<file path="src/rtl/pllw_pkg.sv">
package pllw_pkg;

    localparam int EXP_W = 3;

    typedef enum logic [1:0] {
        PW_IDLE = 2'd0,
        PW_DIV  = 2'd1,
        PW_RB   = 2'd2,
        PW_FAIL = 2'd3
    } pw_state_e;

endpackage

</file>
<file path="src/rtl/pllw_prep.sv">
module pllw_prep #(
    parameter int          FREQ_W    = 32,
    parameter int          WORD_W    = 32,
    parameter int          PROD_W    = 64,
    parameter int          INT_BITS  = 7,
    parameter int          EXP_MAX   = 4,
    parameter logic [63:0] VCO_FLOOR = 64'd1_000_000_000,
    localparam int         WW_W      = $clog2(WORD_W + 1)
) (
    input  logic [FREQ_W-1:0]          freq_req_i,
    input  logic [FREQ_W-1:0]          vco_max_i,
    input  logic [WW_W-1:0]            width_i,
    output logic [pllw_pkg::EXP_W-1:0] exp_o,
    output logic [WW_W-1:0]            frac_o,
    output logic [PROD_W-1:0]          dividend_o,
    output logic [WORD_W-1:0]          word_mask_o
);
    import pllw_pkg::*;

    logic [FREQ_W-1:0] f_clamp;
    logic [WW_W-1:0]   w_eff;
    logic              found;

    assign f_clamp = (freq_req_i > vco_max_i) ? vco_max_i : freq_req_i;
    assign w_eff   = (width_i > WW_W'(WORD_W)) ? WW_W'(WORD_W) : width_i;
    assign frac_o  = (w_eff > WW_W'(INT_BITS)) ? (w_eff - WW_W'(INT_BITS)) : '0;

    always_comb begin
        exp_o = EXP_W'(EXP_MAX);
        found = 1'b0;
        for (int e = 0; e <= EXP_MAX; e++) begin
            if (!found && ((PROD_W'(f_clamp) << e) >= PROD_W'(VCO_FLOOR))) begin
                exp_o = EXP_W'(e);
                found = 1'b1;
            end
        end
    end

    assign dividend_o  = (PROD_W'(f_clamp) << exp_o) << frac_o;
    assign word_mask_o = (w_eff >= WW_W'(WORD_W)) ? '1
                       : WORD_W'((PROD_W'(1) << w_eff) - PROD_W'(1));

endmodule

</file>
<file path="src/rtl/pllw_div.sv">
module pllw_div #(
    parameter int  N_W   = 64,
    parameter int  D_W   = 32,
    parameter int  Q_W   = 32,
    localparam int CNT_W = $clog2(N_W + 1)
) (
    input  logic           clk,
    input  logic           rst,
    input  logic           load_i,
    input  logic [N_W-1:0] dividend_i,
    input  logic [D_W-1:0] divisor_i,
    output logic           fin_o,
    output logic [Q_W-1:0] quot_o
);
    logic [N_W-1:0]   q_r;
    logic [D_W-1:0]   rem_r;
    logic [D_W-1:0]   div_r;
    logic [CNT_W-1:0] cnt_r;
    logic [D_W:0]     trial;
    logic             take;

    assign trial = {rem_r, q_r[N_W-1]};
    assign take  = trial >= {1'b0, div_r};

    always_ff @(posedge clk) begin
        if (rst) begin
            q_r   <= '0;
            rem_r <= '0;
            div_r <= '0;
            cnt_r <= '0;
            fin_o <= 1'b0;
        end else begin
            fin_o <= 1'b0;
            if (load_i) begin
                q_r   <= dividend_i;
                rem_r <= '0;
                div_r <= divisor_i;
                cnt_r <= CNT_W'(N_W);
            end else if (cnt_r != '0) begin
                q_r   <= {q_r[N_W-2:0], take};
                rem_r <= take ? D_W'(trial - {1'b0, div_r}) : D_W'(trial);
                cnt_r <= cnt_r - CNT_W'(1);
                if (cnt_r == CNT_W'(1)) begin
                    fin_o <= 1'b1;
                end
            end
        end
    end

    assign quot_o = Q_W'(q_r);

endmodule

</file>
<file path="src/rtl/pllw_rb.sv">
module pllw_rb #(
    parameter int  FREQ_W = 32,
    parameter int  WORD_W = 32,
    parameter int  PROD_W = 64,
    localparam int WW_W   = $clog2(WORD_W + 1)
) (
    input  logic [FREQ_W-1:0]          ref_i,
    input  logic [WORD_W-1:0]          word_i,
    input  logic [WW_W-1:0]            frac_i,
    input  logic [pllw_pkg::EXP_W-1:0] exp_i,
    output logic [FREQ_W-1:0]          freq_o
);
    logic [PROD_W-1:0] vco;
    logic [PROD_W-1:0] low_mask;
    logic              bump;
    logic [PROD_W+1:0] vco_sh;
    logic [PROD_W+1:0] pdiv;
    logic [PROD_W+1:0] ceil_q;

    assign vco      = PROD_W'(ref_i) * PROD_W'(word_i);
    assign low_mask = (PROD_W'(1) << frac_i) - PROD_W'(1);
    assign bump     = |(vco & low_mask);
    assign vco_sh   = (PROD_W+2)'(vco >> frac_i) + (PROD_W+2)'(bump);
    assign pdiv     = (PROD_W+2)'(1) << exp_i;
    assign ceil_q   = (vco_sh + pdiv - (PROD_W+2)'(1)) >> exp_i;
    assign freq_o   = FREQ_W'(ceil_q);

endmodule

</file>
<file path="src/rtl/pllw_calc.sv">
module pllw_calc #(
    parameter int          FREQ_W    = 32,
    parameter int          WORD_W    = 32,
    parameter int          PROD_W    = 64,
    parameter int          INT_BITS  = 7,
    parameter int          EXP_MAX   = 4,
    parameter logic [63:0] VCO_FLOOR = 64'd1_000_000_000
) (
    input  logic                          clk,
    input  logic                          rst,
    input  logic                          start_i,
    input  logic                          op_rb_i,
    input  logic [FREQ_W-1:0]             freq_req_i,
    input  logic [FREQ_W-1:0]             ref_freq_i,
    input  logic [FREQ_W-1:0]             vco_max_i,
    input  logic [$clog2(WORD_W+1)-1:0]   word_width_i,
    input  logic [WORD_W-1:0]             word_in_i,
    input  logic [pllw_pkg::EXP_W-1:0]    exp_in_i,
    output logic                          busy_o,
    output logic                          done_o,
    output logic                          err_o,
    output logic [WORD_W-1:0]             word_o,
    output logic [pllw_pkg::EXP_W-1:0]    exp_o,
    output logic [FREQ_W-1:0]             freq_o
);
    import pllw_pkg::*;

    localparam int WW_W = $clog2(WORD_W + 1);

    pw_state_e          state_r;
    logic [FREQ_W-1:0]  ref_r;
    logic [WW_W-1:0]    frac_r;
    logic [EXP_W-1:0]   exp_c;
    logic [WW_W-1:0]    frac_c;
    logic [PROD_W-1:0]  dividend_c;
    logic [WORD_W-1:0]  mask_c;
    logic [WORD_W-1:0]  quot;
    logic [FREQ_W-1:0]  rb_freq;
    logic               accept;
    logic               div_load;
    logic               div_fin;

    assign accept   = start_i && (state_r == PW_IDLE);
    assign div_load = accept && !op_rb_i && (ref_freq_i != '0);
    assign busy_o   = (state_r != PW_IDLE);

    pllw_prep #(
        .FREQ_W(FREQ_W), .WORD_W(WORD_W), .PROD_W(PROD_W),
        .INT_BITS(INT_BITS), .EXP_MAX(EXP_MAX), .VCO_FLOOR(VCO_FLOOR)
    ) prep_i (
        .freq_req_i (freq_req_i),
        .vco_max_i  (vco_max_i),
        .width_i    (word_width_i),
        .exp_o      (exp_c),
        .frac_o     (frac_c),
        .dividend_o (dividend_c),
        .word_mask_o(mask_c)
    );

    pllw_div #(.N_W(PROD_W), .D_W(FREQ_W), .Q_W(WORD_W)) div_i (
        .clk       (clk),
        .rst       (rst),
        .load_i    (div_load),
        .dividend_i(dividend_c),
        .divisor_i (ref_freq_i),
        .fin_o     (div_fin),
        .quot_o    (quot)
    );

    pllw_rb #(.FREQ_W(FREQ_W), .WORD_W(WORD_W), .PROD_W(PROD_W)) rb_i (
        .ref_i (ref_r),
        .word_i(word_o),
        .frac_i(frac_r),
        .exp_i (exp_o),
        .freq_o(rb_freq)
    );

    always_ff @(posedge clk) begin
        if (rst) begin
            state_r <= PW_IDLE;
            ref_r   <= '0;
            frac_r  <= '0;
            word_o  <= '0;
            exp_o   <= '0;
            freq_o  <= '0;
            done_o  <= 1'b0;
            err_o   <= 1'b0;
        end else begin
            done_o <= 1'b0;
            unique case (state_r)
                PW_IDLE: begin
                    if (accept) begin
                        err_o <= 1'b0;
                        if (op_rb_i) begin
                            ref_r   <= ref_freq_i;
                            frac_r  <= frac_c;
                            word_o  <= word_in_i & mask_c;
                            exp_o   <= exp_in_i;
                            state_r <= PW_RB;
                        end else if (ref_freq_i == '0) begin
                            state_r <= PW_FAIL;
                        end else begin
                            ref_r   <= ref_freq_i;
                            frac_r  <= frac_c;
                            exp_o   <= exp_c;
                            state_r <= PW_DIV;
                        end
                    end
                end
                PW_DIV: begin
                    if (div_fin) begin
                        word_o  <= quot;
                        state_r <= PW_RB;
                    end
                end
                PW_RB: begin
                    freq_o  <= rb_freq;
                    done_o  <= 1'b1;
                    state_r <= PW_IDLE;
                end
                PW_FAIL: begin
                    done_o  <= 1'b1;
                    err_o   <= 1'b1;
                    state_r <= PW_IDLE;
                end
                default: state_r <= PW_IDLE;
            endcase
        end
    end

endmodule

</file>
<file path="config.mk">
export PLATFORM = sky130hd
export DESIGN_NAME = pllw_calc
export DESIGN_NICKNAME = d
export VERILOG_FILES = /design/src/rtl/pllw_pkg.sv /design/src/rtl/pllw_prep.sv /design/src/rtl/pllw_div.sv /design/src/rtl/pllw_rb.sv /design/src/rtl/pllw_calc.sv
export SDC_FILE = /design/constraint.sdc
export NUM_CORES = 2
export LEC_CHECK = 0
export BUFFER_PORTS_ARGS = -buffer_cell sky130_fd_sc_hd__buf_2
export CAP_MARGIN = 0
export CORE_UTILIZATION = 35
export DETAILED_ROUTE_END_ITERATION = 10
export HOLD_SLACK_MARGIN = 0.02
export PLACE_DENSITY = 0.48
export SLEW_MARGIN = 0
export SYNTH_ARGS = -nofsm -noshare
export SYNTH_HDL_FRONTEND = slang
export SYNTH_SLANG_ARGS = --single-unit
</file>
<file path="constraint.sdc">
create_clock -name clk -period 32.7 [get_ports clk]
set_input_delay 1.635 -clock clk [delete_from_list [all_inputs] [get_ports clk]]
set_output_delay 1.635 -clock clk [all_outputs]
set_load 0.1 [all_outputs]
</file>
# --- Word level (Yosys, flattened, before mapping) ---
# Cells that the tools add are included.
totals:
  output_inout_bits: 70
  word_cells: 116
  ff_bits: 245
  in_bits: 141
op_classes:
  n_addsub: 8
  magnitude_cmp: 10
  n_eq_ne: 8
  n_reduce_logical: 28
  bitwise_logic: 3
  n_mux: 37
  multipliers: 1
  shifts: 7
ops:
  columns: ["op", "count"]
  rows:
  - ["32-bit two-way mux", 8]
  - ["64-bit two-way mux", 2]
  - ["66-bit by 1-bit adder with 66-bit output", 1]
  - ["66-bit adder", 1]
  - ["1-bit by 3-bit << shifter with 66-bit output, first input constant", 1]
  - ["64-bit by 6-bit right shift with 66-bit output", 1]
  - ["66-bit by 3-bit right shift with 32-bit output", 1]
  - ["66-bit by 1-bit subtractor with 66-bit output, second input constant", 1]
  - ["64-bit bitwise AND", 1]
  - ["32-bit by 32-bit multiplier with 64-bit output", 1]
  - ["32-bit one-hot mux with 2 select lines", 1]
  - ["64-bit OR reduction", 1]
  - ["1-bit by 6-bit << shifter with 64-bit output, first input constant", 1]
  - ["32-bit by 3-bit << shifter with 64-bit output", 1]
  - ["64-bit by 6-bit << shifter with 64-bit output", 1]
  - ["64-bit by 2-bit subtractor with 64-bit output, second input constant", 1]
  - ["36-bit by 30-bit greater-or-equal comparator with 1-bit output, second input constant", 1]
  - ["35-bit by 30-bit greater-or-equal comparator with 1-bit output, second input constant", 1]
  - ["34-bit by 30-bit greater-or-equal comparator with 1-bit output, second input constant", 1]
  - ["33-bit by 30-bit greater-or-equal comparator with 1-bit output, second input constant", 1]
  - ["33-bit by 32-bit greater-or-equal comparator with 1-bit output", 1]
  - ["32-bit bitwise AND", 1]
  - ["32-bit by 30-bit greater-or-equal comparator with 1-bit output, second input constant", 1]
  - ["32-bit > comparator", 1]
  - ["other kinds (33)", 70]

# --- Logic depth before layout (Yosys ltp) ---
logic_depth:
  depth_word: 19
  mapped_depth: 55
  ltp_nobuf: 54

# --- Modules after synthesis ---
# Synthesis repeated with hierarchy kept, for this count alone.
unflattened:
  hier_cells: 8017
  hier_area_um2: 64176.6
modules_own_cells:
  columns: ["mod", "cells_per_inst", "n_inst", "area_per_inst_um2", "seq_area_each_um2"]
  rows:
  - ["pllw_rb", 4982, 1, 42300.6, 0.0]
  - ["pllw_prep", 1438, 1, 9048.7, 0.0]
  - ["pllw_div", 1039, 1, 7937.6, 2722.6]
  - ["pllw_calc", 558, 1, 4889.7, 2182.1]

# --- Worst setup path before layout ---
# Ideal clock, no wire load.
synth_timing:
  kind: "register -> register"
  from: "register word_o[8]"
  to: "register freq_o[31]"
  t_required_ns: 32.626
  arrival_time_ns: 13.418
  period_less_slack_ns: 13.492
  path_slack_ns: 19.208
  path_buffers: 1
  stages_incl_launch_ff: 53
  setup_ns: 0.074
  path_cell_list: "dfxtp_1 clkbuf_1 nand2_1 fa_1 inv_1 fa_1 fa_1 inv_1 fa_1 inv_1 fa_1 inv_1 fa_1 inv_1 fa_1 inv_1 fa_1 inv_1 [... 17 more ...] inv_1 fa_1 a21o_1 a21oi_1 o21bai_1 o31a_1 a211o_1 o311a_1 o211ai_1 a21oi_1 or4_1 o41ai_1 nor2_1 mux4_2 a311oi_1 o31a_1 a31oi_1 o21ai_0"
synth_via:
  elab_chain_len: 7
  elab_cells_between_ends: 8
  classes_between: "add/sub: 3; mul: 1; shift: 2; bitwise: 1; reduce/logical: 1"
synth_rtl:
  columns: ["element", "line", "rtl"]
  rows:
  - ["start: declaration", "pllw_calc.sv:22", "output logic [WORD_W-1:0] word_o,"]
  - ["start signal: assignment", "pllw_calc.sv:97", "word_o <= word_in_i & mask_c;"]
  - ["start signal: assignment", "pllw_calc.sv:112", "word_o <= quot;"]
  - ["32-bit by 32-bit multiplier with 64-bit output (*)", "pllw_rb.sv:20", "assign vco = PROD_W'(ref_i) * PROD_W'(word_i);"]
  - ["branches (longest 2 deep; another with 64-bit by 6-bit right shift with 66-bit output)", null, null]
  - ["66-bit by 1-bit adder with 66-bit output (*)", "pllw_rb.sv:23", "assign vco_sh = (PROD_W+2)'(vco >> frac_i) + (PROD_W+2)'(bump);"]
  - ["66-bit adder (*)", "pllw_rb.sv:25", "assign ceil_q = (vco_sh + pdiv - (PROD_W+2)'(1)) >> exp_i;"]
  - ["66-bit by 1-bit subtractor with 66-bit output (*)", "pllw_rb.sv:25", null]
  - ["66-bit by 3-bit right shift with 32-bit output (*)", "pllw_rb.sv:25", null]
  - ["end signal: assignment", "pllw_calc.sv:117", "freq_o <= rb_freq;"]
  - ["end: declaration", "pllw_calc.sv:24", "output logic [FREQ_W-1:0] freq_o"]
# Mark *: on every way between the ends.
# A chain may end at the register's enable or synchronous reset.

# --- Final worst setup path ---
layout_timing:
  from: "register word_o[5]"
  to: "register freq_o[31]"
# Same word-level chain as after synthesis.

==> results.sh <==
export IMPL_outcome="finished clean"
export IMPL_synth_edff_count=0
export IMPL_max_slew_margin_vs_limit=0.168
export IMPL_timing_critical_path_to_type="flip-flop"
export IMPL_dp_cells=9342
export IMPL_crit_arrival_ns=15.46
export IMPL_cts_root_to_sink_buffers=3
export IMPL_die_footprint_um2=171000
export IMPL_detailroute_wirelength_met2_um=102000
export IMPL_fin_crit_sh=0.457
export IMPL_vdd_drop_max_mv=0.0917
export IMPL_synth_yosys_warnings=0
export IMPL_hold_class="reg -> reg"
export IMPL_postSynthRegisterBits=245
export IMPL_power_switching_fraction=0.558
export IMPL_max_clock_freq_mhz=66.9
export IMPL_critPathLaunchType="flip-flop"
export IMPL_gr_usage_all_layers=0.244
export IMPL_placed_area_um2=62200
export IMPL_dp_final_hpwl_um=165000
export IMPL_grt_start_max_net_pins=79
export IMPL_critical_path_peak_fanout=20
export IMPL_cts_clk_slew_worst_paths_ns=0.08
export IMPL_ys_flop_type="sky130_fd_sc_hd__dfxtp_1"
export IMPL_routedLengthMet1_um=91300
export IMPL_smallest_setup_slack_after_layout_ns=17.75
export IMPL_first_global_vias=53900
export IMPL_tritoncts="built"
export IMPL_fin_skew_ns=0.0466
export IMPL_grt_setup_unrepaired="false"
export IMPL_clkSinkCount=245
export IMPL_cts_hold_fix_buffers=0
export IMPL_slew_violations=0
export IMPL_detail_route_vias_per_cell=5.58
export IMPL_detail_route_iter0_violations=3831
export IMPL_cap_viol_max_count=0
export IMPL_final_hold_violation_count=0
export IMPL_finalWorstPathRequiredPeriod_ns=14.95
export IMPL_fin_tns_setup_ns=0
export IMPL_critical_path_most_common_cell="sky130_fd_sc_hd__fa_1"
export IMPL_power_per_cell_area_nw_per_um2=61.1
export IMPL_p_switching_uw=2160
export IMPL_timing_critical_path_slowest_stage_cell="sky130_fd_sc_hd__a2111oi_0"
export IMPL_num_io_pins=211
export IMPL_drc_errors=0
export IMPL_post_layout_nonfiller_instances=9418
export IMPL_met3RoutedLength_um=10000
export IMPL_share_clk_of_total_power=0.100
export IMPL_report_final_setup_viol=0
export IMPL_grt_antenna_before_repair=15
export IMPL_path_class="reg -> reg"
export IMPL_place_worst_setup_slack_ns=17.86
export IMPL_finalInstanceArea_um2=63400
export IMPL_highest_layer="met4"
export IMPL_grt_pass1_wl_um=330000
export IMPL_wl_per_cell_um=22.3
export IMPL_ys_seq_area_frac=0.0825
export IMPL_total_iterations_of_the_first_detailed_routing_run=5
export IMPL_clock_buffer_count_from_cts=35
export IMPL_cts_resized_gates=0
export IMPL_seq_power_share=0.099
export IMPL_io_buffers=210
export IMPL_clock_tree_root_cell="sky130_fd_sc_hd__clkbuf_16"
export IMPL_synth_cells=7318
export IMPL_die_w_um=414
export IMPL_number_of_different_library_cells_in_the_post_synthesis_netlist=99
export IMPL_syn_area_per_cell_um2=8.12
export IMPL_drive_gt1_frac=0.0790
export IMPL_coreArea_um2=168000
export IMPL_leakagePower_uw=0.0258
export IMPL_combPwrFrac=0.801
export IMPL_syn_cell_area_um2=59400
export IMPL_synth_net_count=8740
export IMPL_global_route_overflow_total=0
export IMPL_p_int_uw=1710
export IMPL_syn_to_final_growth_pct=6.71
export IMPL_detailroute_via_count=52500
export IMPL_gp_congestion=0.906
export IMPL_rows=150
export IMPL_clkLatencyLatePin_ns=0.60
export IMPL_floorplan_initialDensity=0.354
export IMPL_layout_nets=8597
export IMPL_vertical_extent_of_the_die_um=414
export IMPL_worst_endpoint_required_ns=33.21
export IMPL_htree_num_levels=2
export IMPL_timing_worst_slew_pin_value_ns=1.22
export IMPL_async_flop_share=0
export IMPL_cpPeakStageDelay_ns=1.05
export IMPL_route_final_wire_length_um=210000
export IMPL_cts_setup_buffers=0
export IMPL_ant_nets=0
## power by group through the flow
| stage | combinational (uW) | sequential [uW] | clock (uW) |
|---|---|---|---|
| 6_report | 3100 | 383 | 389 |
| 2_1_floorplan | 2160 | 454 | 0 |
| 3_5_place_dp | 3080 | 388 | 0 |
| 3_3_place_gp | 3080 | 388 | 0 |
| 4_1_cts | 3100 | 382 | 401 |
| 5_1_grt | 3410 | 388 | 411 |
## path summary, 6_finish.rpt
| check | start | to | slack (ns) | cells past startpoint |
|---|---|---|---|---|
| setup / recovery | word_o[5]$_SDFFE_PP0P_ | freq_o[31]$_SDFFE_PP0P_ | 17.75 | 50 |
| hold / removal | div_i.div_r[2]$_SDFFE_PP0P_ | div_i.div_r[2]$_SDFFE_PP0P_ | 0.45 | 2 |
| setup reg to reg | word_o[5]$_SDFFE_PP0P_ | freq_o[31]$_SDFFE_PP0P_ | 17.75 | 50 |
| hold reg to reg | div_i.div_r[2]$_SDFFE_PP0P_ | div_i.div_r[2]$_SDFFE_PP0P_ | 0.45 | 2 |
## cell usage in the layout, fill, tap and decap left out, types with 84 or more instances in the layout
master / synthesis / layout
sky130_fd_sc_hd__a211oi_1: 127 / 126
sky130_fd_sc_hd__buf_2: 20 / 209
sky130_fd_sc_hd__a21o_1: 87 / 87
sky130_fd_sc_hd__ha_1: 383 / 383
sky130_fd_sc_hd__a21oi_1: 398 / 397
sky130_fd_sc_hd__fa_1: 898 / 898
sky130_fd_sc_hd__mux2i_1: 230 / 228
sky130_fd_sc_hd__nand2_1: 1003 / 1001
sky130_fd_sc_hd__nor3_1: 151 / 150
sky130_fd_sc_hd__o21ai_0: 258 / 258
sky130_fd_sc_hd__nor2_1: 494 / 491
sky130_fd_sc_hd__nand3_1: 107 / 107
sky130_fd_sc_hd__o211ai_1: 90 / 90
sky130_fd_sc_hd__xnor2_1: 84 / 84
sky130_fd_sc_hd__buf_4: 5 / 122
sky130_fd_sc_hd__dfxtp_1: 245 / 239
sky130_fd_sc_hd__inv_1: 774 / 772
sky130_fd_sc_hd__and2_1: 540 / 539
## registers in the layout (all words and copies together), names as in the netlist
signal       flops
div_i.cnt_r      7
div_i.div_r     32
div_i.fin_o      1
div_i.q_r       64
div_i.rem_r     32
done_o           1
err_o            1
exp_o            3
frac_r           6
freq_o          32
ref_r           32
state_r          2
word_o          32
## Yosys cell counts (151+ instances only)
cell type / count / share of area
sky130_fd_sc_hd__clkbuf_1: 445 / 0.028
sky130_fd_sc_hd__mux2i_1: 230 / 0.039
sky130_fd_sc_hd__and2_1: 540 / 0.057
sky130_fd_sc_hd__inv_1: 774 / 0.049
sky130_fd_sc_hd__fa_1: 898 / 0.30
sky130_fd_sc_hd__nor2_1: 494 / 0.031
sky130_fd_sc_hd__nor3_1: 151 / 0.013
sky130_fd_sc_hd__o21ai_0: 258 / 0.022
sky130_fd_sc_hd__ha_1: 383 / 0.081
sky130_fd_sc_hd__dfxtp_1: 245 / 0.083
sky130_fd_sc_hd__a21oi_1: 398 / 0.034
sky130_fd_sc_hd__nand2_1: 1003 / 0.063
## through the flow
step | utilization | total power (uW) | hold slack, ns
2_1_floorplan | - | 2620 | 0.436
3_3_place_gp | 0.371 | 3470 | 0.444
3_5_place_dp | 0.371 | 3470 | 0.448
4_1_cts | 0.378 | 3890 | 0.456
5_1_grt | 0.378 | 4210 | 0.474
6_report | 0.378 | 3870 | 0.453
## per-layer routing
layer,GRT usage,up-vias
met5,0,-
met1,0.327,26500
met2,0.418,1540
met3,0.0202,254
li1,-,24200
met4,0.0686,0
## worst max-delay path, delay by kind of cell, from the launching register on
family                   cells  cell delay, ns
AND/OR/NAND/NOR              6            1.50
XOR/XNOR                     1            0.17
AO/OA/AOI/OAI               21            5.32
flip-flops                   1            0.78
multiplexers                 4            1.66
buffers and inverters        7            0.38
adder cells (fa/ha/maj)     11            5.02
## kinds of logic after synthesis
group / after synthesis / share of synthesized area
muxes: 321 / 0.0629
xor gates and xnor gates: 129 / 0.0190
DFF: 245 / 0.0825
adders and majority gates: 1281 / 0.383
and+or+nand+nor: 2569 / 0.203
buffers and inverters: 1292 / 0.0830
AOI/OAI and AO/OA: 1481 / 0.166
## layout make-up
cell class / instances / area (um^2)
clock inverters: 18 / 184
repair buffers: 332 / 1970
inverters: 780 / 2930
well taps: 2204 / 2760
diodes: 12 / 30.0
clock buffers: 46 / 967
fillers: 17700 / 104000
flip-flops and latches: 245 / 4910
multi-input cells: 5781 / 49700
Power figures use the tool's default switching activity.
